--- src/rtl/nand_hecc_pkg.sv ---
package nand_hecc_pkg;

    typedef enum logic [1:0] {
        ST_IDLE = 2'd0,
        ST_RUN  = 2'd1,
        ST_DONE = 2'd2
    } hecc_state_e;

    localparam int CFG_EN_BIT   = 0;
    localparam int CFG_CS_LSB   = 1;
    localparam int CFG_WIDE_BIT = 7;
    localparam int BIT_ADDR_W   = 3;
    localparam int HALF_W       = 16;

endpackage

--- src/rtl/hecc_byte_term.sv ---
module hecc_byte_term #(
    parameter int ADDR_W = 9,
    localparam int PAIRS = ADDR_W + nand_hecc_pkg::BIT_ADDR_W
) (
    input  logic [ADDR_W-1:0] byte_idx,
    input  logic [7:0]        byte_val,
    output logic [PAIRS-1:0]  odd_term,
    output logic [PAIRS-1:0]  even_term
);
    import nand_hecc_pkg::*;

    logic byte_par;

    always_comb begin
        byte_par  = ^byte_val;
        odd_term  = '0;
        even_term = '0;
        for (int b = 0; b < 8; b++) begin
            for (int k = 0; k < BIT_ADDR_W; k++) begin
                if (((b >> k) & 1) != 0)
                    odd_term[k] = odd_term[k] ^ byte_val[b];
                else
                    even_term[k] = even_term[k] ^ byte_val[b];
            end
        end
        for (int k = 0; k < ADDR_W; k++) begin
            odd_term[BIT_ADDR_W + k]  = byte_idx[k] & byte_par;
            even_term[BIT_ADDR_W + k] = ~byte_idx[k] & byte_par;
        end
    end

endmodule

--- src/rtl/hecc_ctrl_fsm.sv ---
module hecc_ctrl_fsm #(
    parameter int CHUNK_BYTES = 512,
    parameter int CS_W        = 3,
    localparam int ADDR_W     = $clog2(CHUNK_BYTES),
    localparam int CNT_W      = ADDR_W + 1
) (
    input  logic                       clk,
    input  logic                       rst_n,
    input  logic                       cfg_we,
    input  logic [7:0]                 cfg_word,
    input  logic                       beat_valid,
    input  logic [CS_W-1:0]            beat_cs,
    output nand_hecc_pkg::hecc_state_e state_q,
    output logic                       start,
    output logic                       accept,
    output logic                       wide_q,
    output logic [ADDR_W-1:0]          base_idx,
    output logic                       done_q
);
    import nand_hecc_pkg::*;

    localparam logic [CNT_W-1:0] CHUNK_C = CNT_W'(CHUNK_BYTES);

    hecc_state_e      state_d;
    logic [CS_W-1:0]  cs_q;
    logic [CNT_W-1:0] cnt_q;
    logic [CNT_W-1:0] step;
    logic [CNT_W-1:0] cnt_next;
    logic             last;

    assign start    = cfg_we & cfg_word[CFG_EN_BIT];
    assign accept   = (state_q == ST_RUN) & beat_valid & ~cfg_we & (beat_cs == cs_q);
    assign step     = wide_q ? CNT_W'(2) : CNT_W'(1);
    assign cnt_next = cnt_q + step;
    assign last     = (cnt_next >= CHUNK_C);
    assign base_idx = cnt_q[ADDR_W-1:0];

    // next-state logic
    always_comb begin
        state_d = state_q;
        if (cfg_we) begin
            state_d = cfg_word[CFG_EN_BIT] ? ST_RUN : ST_IDLE;
        end else begin
            unique case (state_q)
                ST_IDLE: state_d = ST_IDLE;
                ST_RUN:  if (accept && last) state_d = ST_DONE;
                ST_DONE: state_d = ST_DONE;
                default: state_d = ST_IDLE;
            endcase
        end
    end

    // state register
    always_ff @(posedge clk or negedge rst_n) begin
        if (!rst_n) state_q <= ST_IDLE;
        else        state_q <= state_d;
    end

    // registered outputs and counter
    always_ff @(posedge clk or negedge rst_n) begin
        if (!rst_n) begin
            cs_q   <= '0;
            wide_q <= 1'b0;
            cnt_q  <= '0;
            done_q <= 1'b0;
        end else begin
            done_q <= accept & last;
            if (start) begin
                cs_q   <= cfg_word[CFG_CS_LSB +: CS_W];
                wide_q <= cfg_word[CFG_WIDE_BIT];
                cnt_q  <= '0;
            end else if (accept) begin
                cnt_q  <= cnt_next;
            end
        end
    end


    done_single_pulse_chk: assert property (@(posedge clk) disable iff (!rst_n)
        done_q |=> !done_q);


    done_in_done_state_chk: assert property (@(posedge clk) disable iff (!rst_n)
        done_q |-> (state_q == ST_DONE));


    count_bound_chk: assert property (@(posedge clk) disable iff (!rst_n)
        cnt_q <= CHUNK_C);

endmodule

--- src/rtl/hecc_result_pack.sv ---
module hecc_result_pack #(
    parameter int PAIRS = 12
) (
    input  logic [PAIRS-1:0] odd_acc,
    input  logic [PAIRS-1:0] even_acc,
    output logic [31:0]      result,
    output logic [23:0]      spare_code
);
    import nand_hecc_pkg::*;

    always_comb begin
        result = '0;
        result[0 +: PAIRS]      = even_acc;
        result[HALF_W +: PAIRS] = odd_acc;
        spare_code = {result[27:24], result[11:8], result[23:16], result[7:0]};
    end

endmodule

--- src/rtl/nand_hecc_gen.sv ---
module nand_hecc_gen #(
    parameter int CHUNK_BYTES = 512,
    parameter int CS_W        = 3
) (
    input  logic            clk,
    input  logic            rst_n,
    input  logic            cfg_we,
    input  logic [7:0]      cfg_word,
    input  logic            beat_valid,
    input  logic [CS_W-1:0] beat_cs,
    input  logic [15:0]     beat_data,
    output logic [31:0]     result,
    output logic [23:0]     spare_code,
    output logic            done,
    output logic            running
);
    import nand_hecc_pkg::*;

    localparam int ADDR_W = $clog2(CHUNK_BYTES);
    localparam int PAIRS  = ADDR_W + BIT_ADDR_W;
    localparam int LANES  = 2;

    hecc_state_e       state_q;
    logic              start;
    logic              accept;
    logic              wide_q;
    logic [ADDR_W-1:0] base_idx;
    logic [PAIRS-1:0]  odd_q, even_q;
    logic [PAIRS-1:0]  lane_odd  [LANES];
    logic [PAIRS-1:0]  lane_even [LANES];
    logic [PAIRS-1:0]  sum_odd, sum_even;

    hecc_ctrl_fsm #(.CHUNK_BYTES(CHUNK_BYTES), .CS_W(CS_W)) i_fsm (
        .clk        (clk),
        .rst_n      (rst_n),
        .cfg_we     (cfg_we),
        .cfg_word   (cfg_word),
        .beat_valid (beat_valid),
        .beat_cs    (beat_cs),
        .state_q    (state_q),
        .start      (start),
        .accept     (accept),
        .wide_q     (wide_q),
        .base_idx   (base_idx),
        .done_q     (done)
    );

    for (genvar g = 0; g < LANES; g++) begin : g_lane
        hecc_byte_term #(.ADDR_W(ADDR_W)) i_term (
            .byte_idx  (base_idx + ADDR_W'(g)),
            .byte_val  (beat_data[8*g +: 8]),
            .odd_term  (lane_odd[g]),
            .even_term (lane_even[g])
        );
    end

    always_comb begin
        sum_odd  = lane_odd[0];
        sum_even = lane_even[0];
        if (wide_q) begin
            sum_odd  = sum_odd ^ lane_odd[1];
            sum_even = sum_even ^ lane_even[1];
        end
    end

    always_ff @(posedge clk or negedge rst_n) begin
        if (!rst_n) begin
            odd_q  <= '0;
            even_q <= '0;
        end else if (start) begin
            odd_q  <= '0;
            even_q <= '0;
        end else if (accept) begin
            odd_q  <= odd_q ^ sum_odd;
            even_q <= even_q ^ sum_even;
        end
    end

    hecc_result_pack #(.PAIRS(PAIRS)) i_pack (
        .odd_acc    (odd_q),
        .even_acc   (even_q),
        .result     (result),
        .spare_code (spare_code)
    );

    assign running = (state_q == ST_RUN);


    start_clears_chk: assert property (@(posedge clk) disable iff (!rst_n)
        (cfg_we && cfg_word[0]) |=> (result == 32'd0));


    frozen_when_done_chk: assert property (@(posedge clk) disable iff (!rst_n)
        (state_q == ST_DONE && !cfg_we) |=> $stable(result));


    stop_keeps_chk: assert property (@(posedge clk) disable iff (!rst_n)
        (cfg_we && !cfg_word[0]) |=> $stable(result));

endmodule

--- config.mk ---
export PLATFORM = sky130hd
export DESIGN_NAME = nand_hecc_gen
export DESIGN_NICKNAME = d
export VERILOG_FILES = /design/src/rtl/nand_hecc_pkg.sv /design/src/rtl/hecc_byte_term.sv /design/src/rtl/hecc_ctrl_fsm.sv /design/src/rtl/hecc_result_pack.sv /design/src/rtl/nand_hecc_gen.sv
export SDC_FILE = /design/constraint.sdc
export NUM_CORES = 1
export LEC_CHECK = 0
export BUFFER_PORTS_ARGS = -buffer_cell sky130_fd_sc_hd__buf_2
export CAP_MARGIN = 5
export CORE_AREA = 3 3 91 85
export CTS_BUF_LIST = sky130_fd_sc_hd__clkbuf_8
export DETAILED_ROUTE_END_ITERATION = 16
export DIE_AREA = 0 0 94 88
export PLACE_DENSITY = 0.82
export SYNTH_ARGS = -nofsm -noshare
export SYNTH_HDL_FRONTEND = slang
export SYNTH_HIERARCHICAL = 1
export SYNTH_SLANG_ARGS = --single-unit
export TNS_END_PERCENT = 50
--- constraint.sdc ---
create_clock -name clk -period 2.67 [get_ports clk]
set_input_delay 0.1335 -clock clk [delete_from_list [all_inputs] [get_ports clk]]
set_output_delay 0.1335 -clock clk [all_outputs]
set_load 0.02 [all_outputs]
==> reports/qor.yml, run 1 <==
global_routing:
  use_met3_pct: 2.84
  antenna_found_initial: 0
  globalRouteOverflowTotal: 0
  grt_pass1_vias: 2578
  busiest_layer: "met2"
  met1_usage_pct: 23.1
  grt_usage_pct: 17.6
  met2_usage_pct: 29.9
  grt_max_degree: 60
  grt_pass1_wl_mm: 11.6
yosys:
  synthTopCellsByArea: "dfrtp_1 27%, buf_4 13%, nand2_1 6.6%, mux2i_1 6.2%, xnor2_1 5.2%"
  synth_top_area_cell: "dfrtp_1"
  yosysSeqAreaShare_pct: 26.5
  async_flop_share_pct: 100
  synth_top_cells_by_count: "68 x buf_4, 68 x nand2_1, 50 x nor2_1, 41 x dfrtp_1, 25 x nor2b_1"
  syn-instance-count: 450
  yosysUniqueCellTypes: 42
  synth_top_area_share_pct: 26.5
  synthFlopType: "dfrtp_1"
  postSynthAreaPerCell_sq_um: 8.59
  ys_warn_count: 6
  ys_ff_latch: 41
  synth_area_sq_um: 3870
  synth_edf_count: 0
cts:
  clockBufferDepth: 2
  cts_made_buffers: 5
  clk_pin_slew_worst_paths_ns: 0.08
  worst_skew_pair.late_latency_ns: 0.30
  htree_levels: 2
  cts_resized: 0
  postCtsSetupRepairBufs: 0
  clkSinkCount: 41
  clockRootBuffer: "clkbuf_8"
  tritoncts: "built"
detailed_routing:
  vias: 2768
  initialDrtViolationCount: 163
  drtAntennaViolNets: 0
  drt_first_pass_iters: 4
  wl_mm: 6.90
  wl_per_cell_microns: 12.3
  drc: 0
  via_per_inst: 4.92
worst_hold_path:
  min_from: "cfg_word[3]"
  hold_depth: 3
  hold_path_class: "primary input to flip-flop"
  hold_end: "i_fsm/cs_q[2]"
pwr:
  vdd.ir_drop.worst_mv: 0.184
  power_density_nw_per_um2: 392
  p_leak_nw: 2.07
critical_path:
  r2r_setup_slack_ns: 0.52
  arrival_ns: 2.33
  crit_required_ns: 2.85
  cp_max_fo: 59
  crit_slowest_cell: "dfrtp_1"
  reg2reg_depth: 8
  crit_chain: "inv_1, ha_1, nand3b_1, nor4_4, buf_12, nand2_1, mux2i_1, mux2_1"
  end_kind: "flip-flop"
  reg2reg_from: "i_fsm/state_q[1]"
  cp_slowest_stage_delay_ns: 0.38
  crit_type: "flip-flop to flip-flop"
  worstReg2RegEnd: "odd_q[0]"
  cp-start-kind: "flip-flop"
sta:
  slew_viol_final: 0
  period_share_pct: 80.7
  finClkSkew_ns: 0.00536
  hold_violations: 0
  min_period_ns: 2.15
  setup_viol: 0
  rsz0062_at_grt: "false"
  tns_ns: 0
  fmax_ghz: 0.464
  slew_headroom_pct: 39.6
  worst_slack_ns: 0.516
  tightest_slew_ns: 0.906
final_layout:
  register_area_sq_um: 1030
  multi_input_area_sq_um: 2260
  num_antenna_cells: 0
  fill_cells: 618
  drive_gt1_share_pct: 25.1
  area_growth_pct: 2.52
  nets: 505
floorplanning:
  io_pins: 89
  die_h_microns: 88
  fp.dieArea_sq_um: 8270
  core_sq_um: 6890
  num_rows: 29
  start_util_pct: 56.1
  die_w_microns: 94
job:
  cap_violations: 0
placement:
  gp_congestion: 0.794
  pre_cts_ws_ns: 0.538
  dpl.hpwl_mm: 5.20
  portBuffers: 77
run_status:
  status: "finished clean"
## report_power, final
group / switching [mW] / internal, mW
clock network: 0.217 / 0.178
registers: 0.0176 / 0.638
logic: 0.307 / 0.198
## through the flow
step                      hold WS [ns]  util (%)  cells  cell area (sq um)  power [mW]
after floorplan                 -0.162         -    457               3890        1.08
after global placement           0.308      56.2    554               3870        1.16
after detailed placement         0.321      56.2    554               3870        1.17
after CTS                       0.0217      57.5    563               3960        1.56
after global routing            0.0310      57.5    563               3960        1.65
final                           0.0253      57.5    563               3960        1.56
## per-layer routing
metal,vias up,routed length (microns)
met5,-,0
met4,0,124
met3,11,306
met2,66,3260
met1,1283,3210
li1,1408,-
## layout by cell type, fill, tap and decap left out, types with 2 or more instances in the layout
cell	instances
buf_4	5
inv_1	9
nand2_1	68
ha_1	4
buf_2	77
nor2b_1	25
nand4bb_1	2
nor4_1	2
nor2_1	50
mux2_2	12
nand4_1	4
dfrtp_1	41
o21ai_0	5
xnor2_1	23
mux2i_1	24
nand3_1	7
clkbuf_8	5
xor2_2	5
clkinv_2	2
mux2_1	12
conb_1	8
xor2_1	13
xnor2_2	6
nand2b_1	24
and2_1	18
## layout make-up
| class | instances | area share [%] |
|---|---|---|
| Tap cell | 93 | 2.94 |
| Multi-Input combinational cell | 329 | 56.9 |
| Clock buffer | 5 | 1.74 |
| Inverter | 8 | 0.758 |
| Clock inverter | 3 | 0.347 |
| Sequential cell | 41 | 25.9 |
| Timing Repair Buffer | 84 | 11.4 |
## sequential cells by signal, summed over array words and instances (netlist names)
signal / flops
i_fsm/done_q: 1
even_q: 12
i_fsm/state_q: 2
odd_q: 12
i_fsm/wide_q: 1
i_fsm/cs_q: 3
i_fsm/cnt_q: 10
## worst max path at each step
stage	end	slack, ns	from
after CTS	odd_q[0]	0.52	i_fsm/state_q[1]
after detailed placement	even_q[8]	0.54	beat_data[7]
after global routing	odd_q[7]	0.40	i_fsm/state_q[1]
final	odd_q[0]	0.52	i_fsm/state_q[1]
after global placement	even_q[8]	0.56	beat_data[7]
after floorplan	odd_q[0]	0.63	i_fsm/state_q[1]
## what timing repair did
| item | CTS | global route |
|---|---|---|
| hold buffers | 1 | 0 |
| hold endpoints to repair | 12 | 0 |
| endpoints found under the setup margin | 0 | 0 |
## logic make-up (layout without fill, tap and decap cells)
family,count (synthesis),count (layout),synth area share (%)
muxes,49,49,13.6
DFF,41,41,26.5
adders and majority gates,5,5,1.81
other,1,8,0.0970
AOI/OAI and AO/OA,12,12,2.14
xor gates and xnor gates,47,47,12.8
buffers and inverters,87,100,15.8
and+or+nand+nor,208,208,27.2
## worst max-delay path, delay by kind of cell, from the launching register on
family                   cells  cell delay [ns]
adder cells (fa/ha/maj)      1             0.23
AND/OR/NAND/NOR              3             0.44
multiplexers                 2             0.61
buffers and inverters        2             0.37
flip-flops                   1             0.38
Power figures use the tool's default switching activity.
==> run 2, diff against run 1 <==
==> constraint.sdc (replaced) <==
create_clock -name clk -period 2.2 [get_ports clk]
set_input_delay 0.11 -clock clk [delete_from_list [all_inputs] [get_ports clk]]
set_output_delay 0.11 -clock clk [all_outputs]
set_load 0.02 [all_outputs]
==> run 2 against run 1 <==
Effect of this change: flip-flop and latch count did not move; routed wire length up 9.5%; largest cell class unchanged; critical path type unchanged; critical endpoint is now even_q[4]; non-clock buffer count increased by 13; die area unchanged.
==> reports/qor.yml, run 2 (synthesis results as in run 1) <==
sta:
  setup_viol: 0  # unchanged
  tightest_slew_ns: 0.914  # +0.00754 ns
  tns_ns: 0  # unchanged
  whs_ns: 0.0261  # +0.000793 ns
  worst_slack_ns: 0.0908  # -0.425 ns
  min_period_ns: 2.11  # -0.0446 ns
  slew_headroom_pct: 39.1  # -0.50 points
  fmax_ghz: 0.474  # +2.1%
  slew_viol_final: 0  # unchanged
  hold_violations: 0  # unchanged
  period_share_pct: 95.9  # +15 points
  finClkSkew_ns: 0.00375  # -0.00161 ns
worst_hold_path:
  hold_path_class: "primary input to flip-flop"
  hold_depth: 2  # -1
  min_from: "cfg_we"
  hold_end: "i_fsm/state_q[1]"
critical_path:
  crit_chain: "inv_2, ha_4, nand3b_1, nor4_4, buf_4, buf_6, nand2b_1, mux2i_1, mux2_2"
  cp_max_fo: 15  # -75%
  startpoint: "i_fsm/state_q[1]"
  worstReg2RegEnd: "even_q[4]"
  crit_slowest_cell: "dfrtp_1"
  cp-start-kind: "flip-flop"
  crit_type: "flip-flop to flip-flop"
  cp_top_family: "multiplexers"
  cp_slowest_stage_delay_ns: 0.39  # about the same
  path_buf_inv: 3  # +1
  r2r_setup_slack_ns: 0.09  # -0.43 ns
  reg2reg_from: "i_fsm/state_q[1]"
  end_kind: "flip-flop"
  reg2reg_depth: 9  # +1
  arrival_ns: 2.29  # -0.04 ns
  crit_required_ns: 2.38  # -0.47 ns
global_routing:
  grt_usage_pct: 18.5  # +0.84 points
  grt_pass1_wl_mm: 12.2  # +4.8%
  grt_max_degree: 60  # unchanged
  globalRouteOverflowTotal: 0  # unchanged
  grt_pass1_vias: 2773  # +7.6%
  antenna_found_initial: 0  # unchanged
final_layout:
  top_regs: "even_q: 12 flops, odd_q: 12 flops, i_fsm/cnt_q: 10 flops"
  multi_input_area_sq_um: 2270  # +0.55%
  final_cell_mix: "77 x buf_2, 68 x nand2_1, 50 x nor2_1"
  final_util_pct: 59.8  # +2.3 points
  area_growth_pct: 6.60
  num_antenna_cells: 0  # unchanged
  fill_cells: 628  # +1.6%
  nets: 518  # +2.6%
  fin_area_sq_um: 4120  # +4.0%
  register_area_sq_um: 1030  # unchanged
  layout_commonest_cell: "buf_2"
  drive_gt1_share_pct: 26.8  # +1.7 points
placement:
  dpl.hpwl_mm: 5.39  # +3.6%
  pre_cts_ws_ns: 0.122  # -0.416 ns
  portBuffers: 77  # unchanged
  gp_congestion: 0.846  # +6.5%
  postPlaceCellArea_sq_um: 3920  # +1.2%
detailed_routing:
  wl_per_cell_microns: 13.1  # +7.2%
  wl_mm: 7.56  # +9.5%
  initialDrtViolationCount: 163  # unchanged
  vias: 2882  # +4.1%
  via_per_inst: 5.01  # +1.9%
  drt_first_pass_iters: 4  # unchanged
  drc: 0  # unchanged
  drtAntennaViolNets: 0  # unchanged
pwr:
  pwr-share-seq_pct: 39.2  # -3.0 points
  internal_power_mw: 1.37  # +35%
  swShare_pct: 32.8  # -2.0 points
  p_clk_share_pct: 28.7  # +3.4 points
  switching_power_mw: 0.666  # +23%
  vdd.ir_drop.worst_mv: 0.311  # +70%
  combPwrFrac_pct: 32.1  # -0.4 points
  power_density_nw_per_um2: 493  # +26%
  p_leak_nw: 2.14  # +3.6%
job:
  cap_violations: 0  # unchanged
cts:
  htree_levels: 2  # unchanged
  cts_made_buffers: 5  # unchanged
  worst_skew_pair.late_latency_ns: 0.30  # about the same
  clockBufferDepth: 2  # unchanged
  clk_pin_slew_worst_paths_ns: 0.08  # about the same
  clkSinkCount: 41  # unchanged
  clockRootBuffer: "clkbuf_8"
  tritoncts: "built"
floorplanning:
  die_h_microns: 88  # unchanged
  start_util_pct: 56.1  # unchanged
  fp.dieArea_sq_um: 8270  # unchanged
  num_rows: 29  # unchanged
  core_sq_um: 6890  # unchanged
  io_pins: 89  # unchanged
  die_w_microns: 94  # unchanged
run_status:
  status: "finished clean"
==> run 2: cell count changes in the layout (fill, tap and decap cells not counted) <==
cell	change
clkinv_2	-1
buf_6	+1
ha_4	+1
clkbuf_16	+1
buf_8	+1
inv_1	-2
ha_1	-1
inv_2	+1
dlygate4sd3_1	+4
buf_12	-1
buf_4	+7
bufinv_16	+1
==> run 2: cell type report <==
type                    instances  share of cell area, %
flip-flops and latches         41                   24.9
well taps                      93                   2.82
multi-input cells             329                   55.0
clock buffers                   5                   1.67
clock inverters                 2                  0.850
inverters                       8                  0.729
repair buffers                 97                   14.0
==> run 2: how the worst max path moves through the flow <==
stage	endpoint	slack [ns]	cells after the start
global route	odd_q[3]	-0.003	9
finish	even_q[4]	0.09	9
floorplan	odd_q[0]	0.16	10
global placement	odd_q[10]	0.17	8
detailed placement	even_q[2]	0.12	8
CTS	even_q[4]	0.11	8
==> run 2: repair_timing <==
| action | 4_1_cts | 5_1_grt |
|---|---|---|
| setup buffers | 0 | 1 |
| resized for setup | 0 | 5 |
| endpoints found under the setup margin | 0 | 20 |
| hold buffers | 5 | 0 |
| endpoints found under the hold margin | 45 | 0 |
==> run 2: through the flow <==
| stage | cells | power (mW) |
|---|---|---|
| after floorplan | 457 | 1.31 |
| after global placement | 560 | 1.42 |
| after detailed placement | 560 | 1.44 |
| after CTS | 572 | 2.06 |
| after global routing | 575 | 2.16 |
| final | 575 | 2.03 |
==> run 2: power by group through the flow <==
stage	Sequential, mW	Combinational, mW	Clock, mW
finish	0.795	0.652	0.584
global route	0.799	0.720	0.644
CTS	0.794	0.642	0.619
detailed placement	0.810	0.629	0
global placement	0.808	0.608	0
floorplan	0.810	0.496	0
==> run 2: worst reg2reg max path: stages, from the launching register on <==
cell and delay, ns:
dfrtp_1 0.39, inv_2 0.09, ha_4 0.15, nand3b_1 0.12, nor4_4 0.22, buf_4 0.20
buf_6 0.18, nand2b_1 0.07, mux2i_1 0.21, mux2_2 0.37
==> run 2: metal layers <==
metal,track usage (%),routed length (microns)
met2,31.1,3720
met3,3.61,441
met5,0,0
met4,7.87,134
met1,23.2,3260
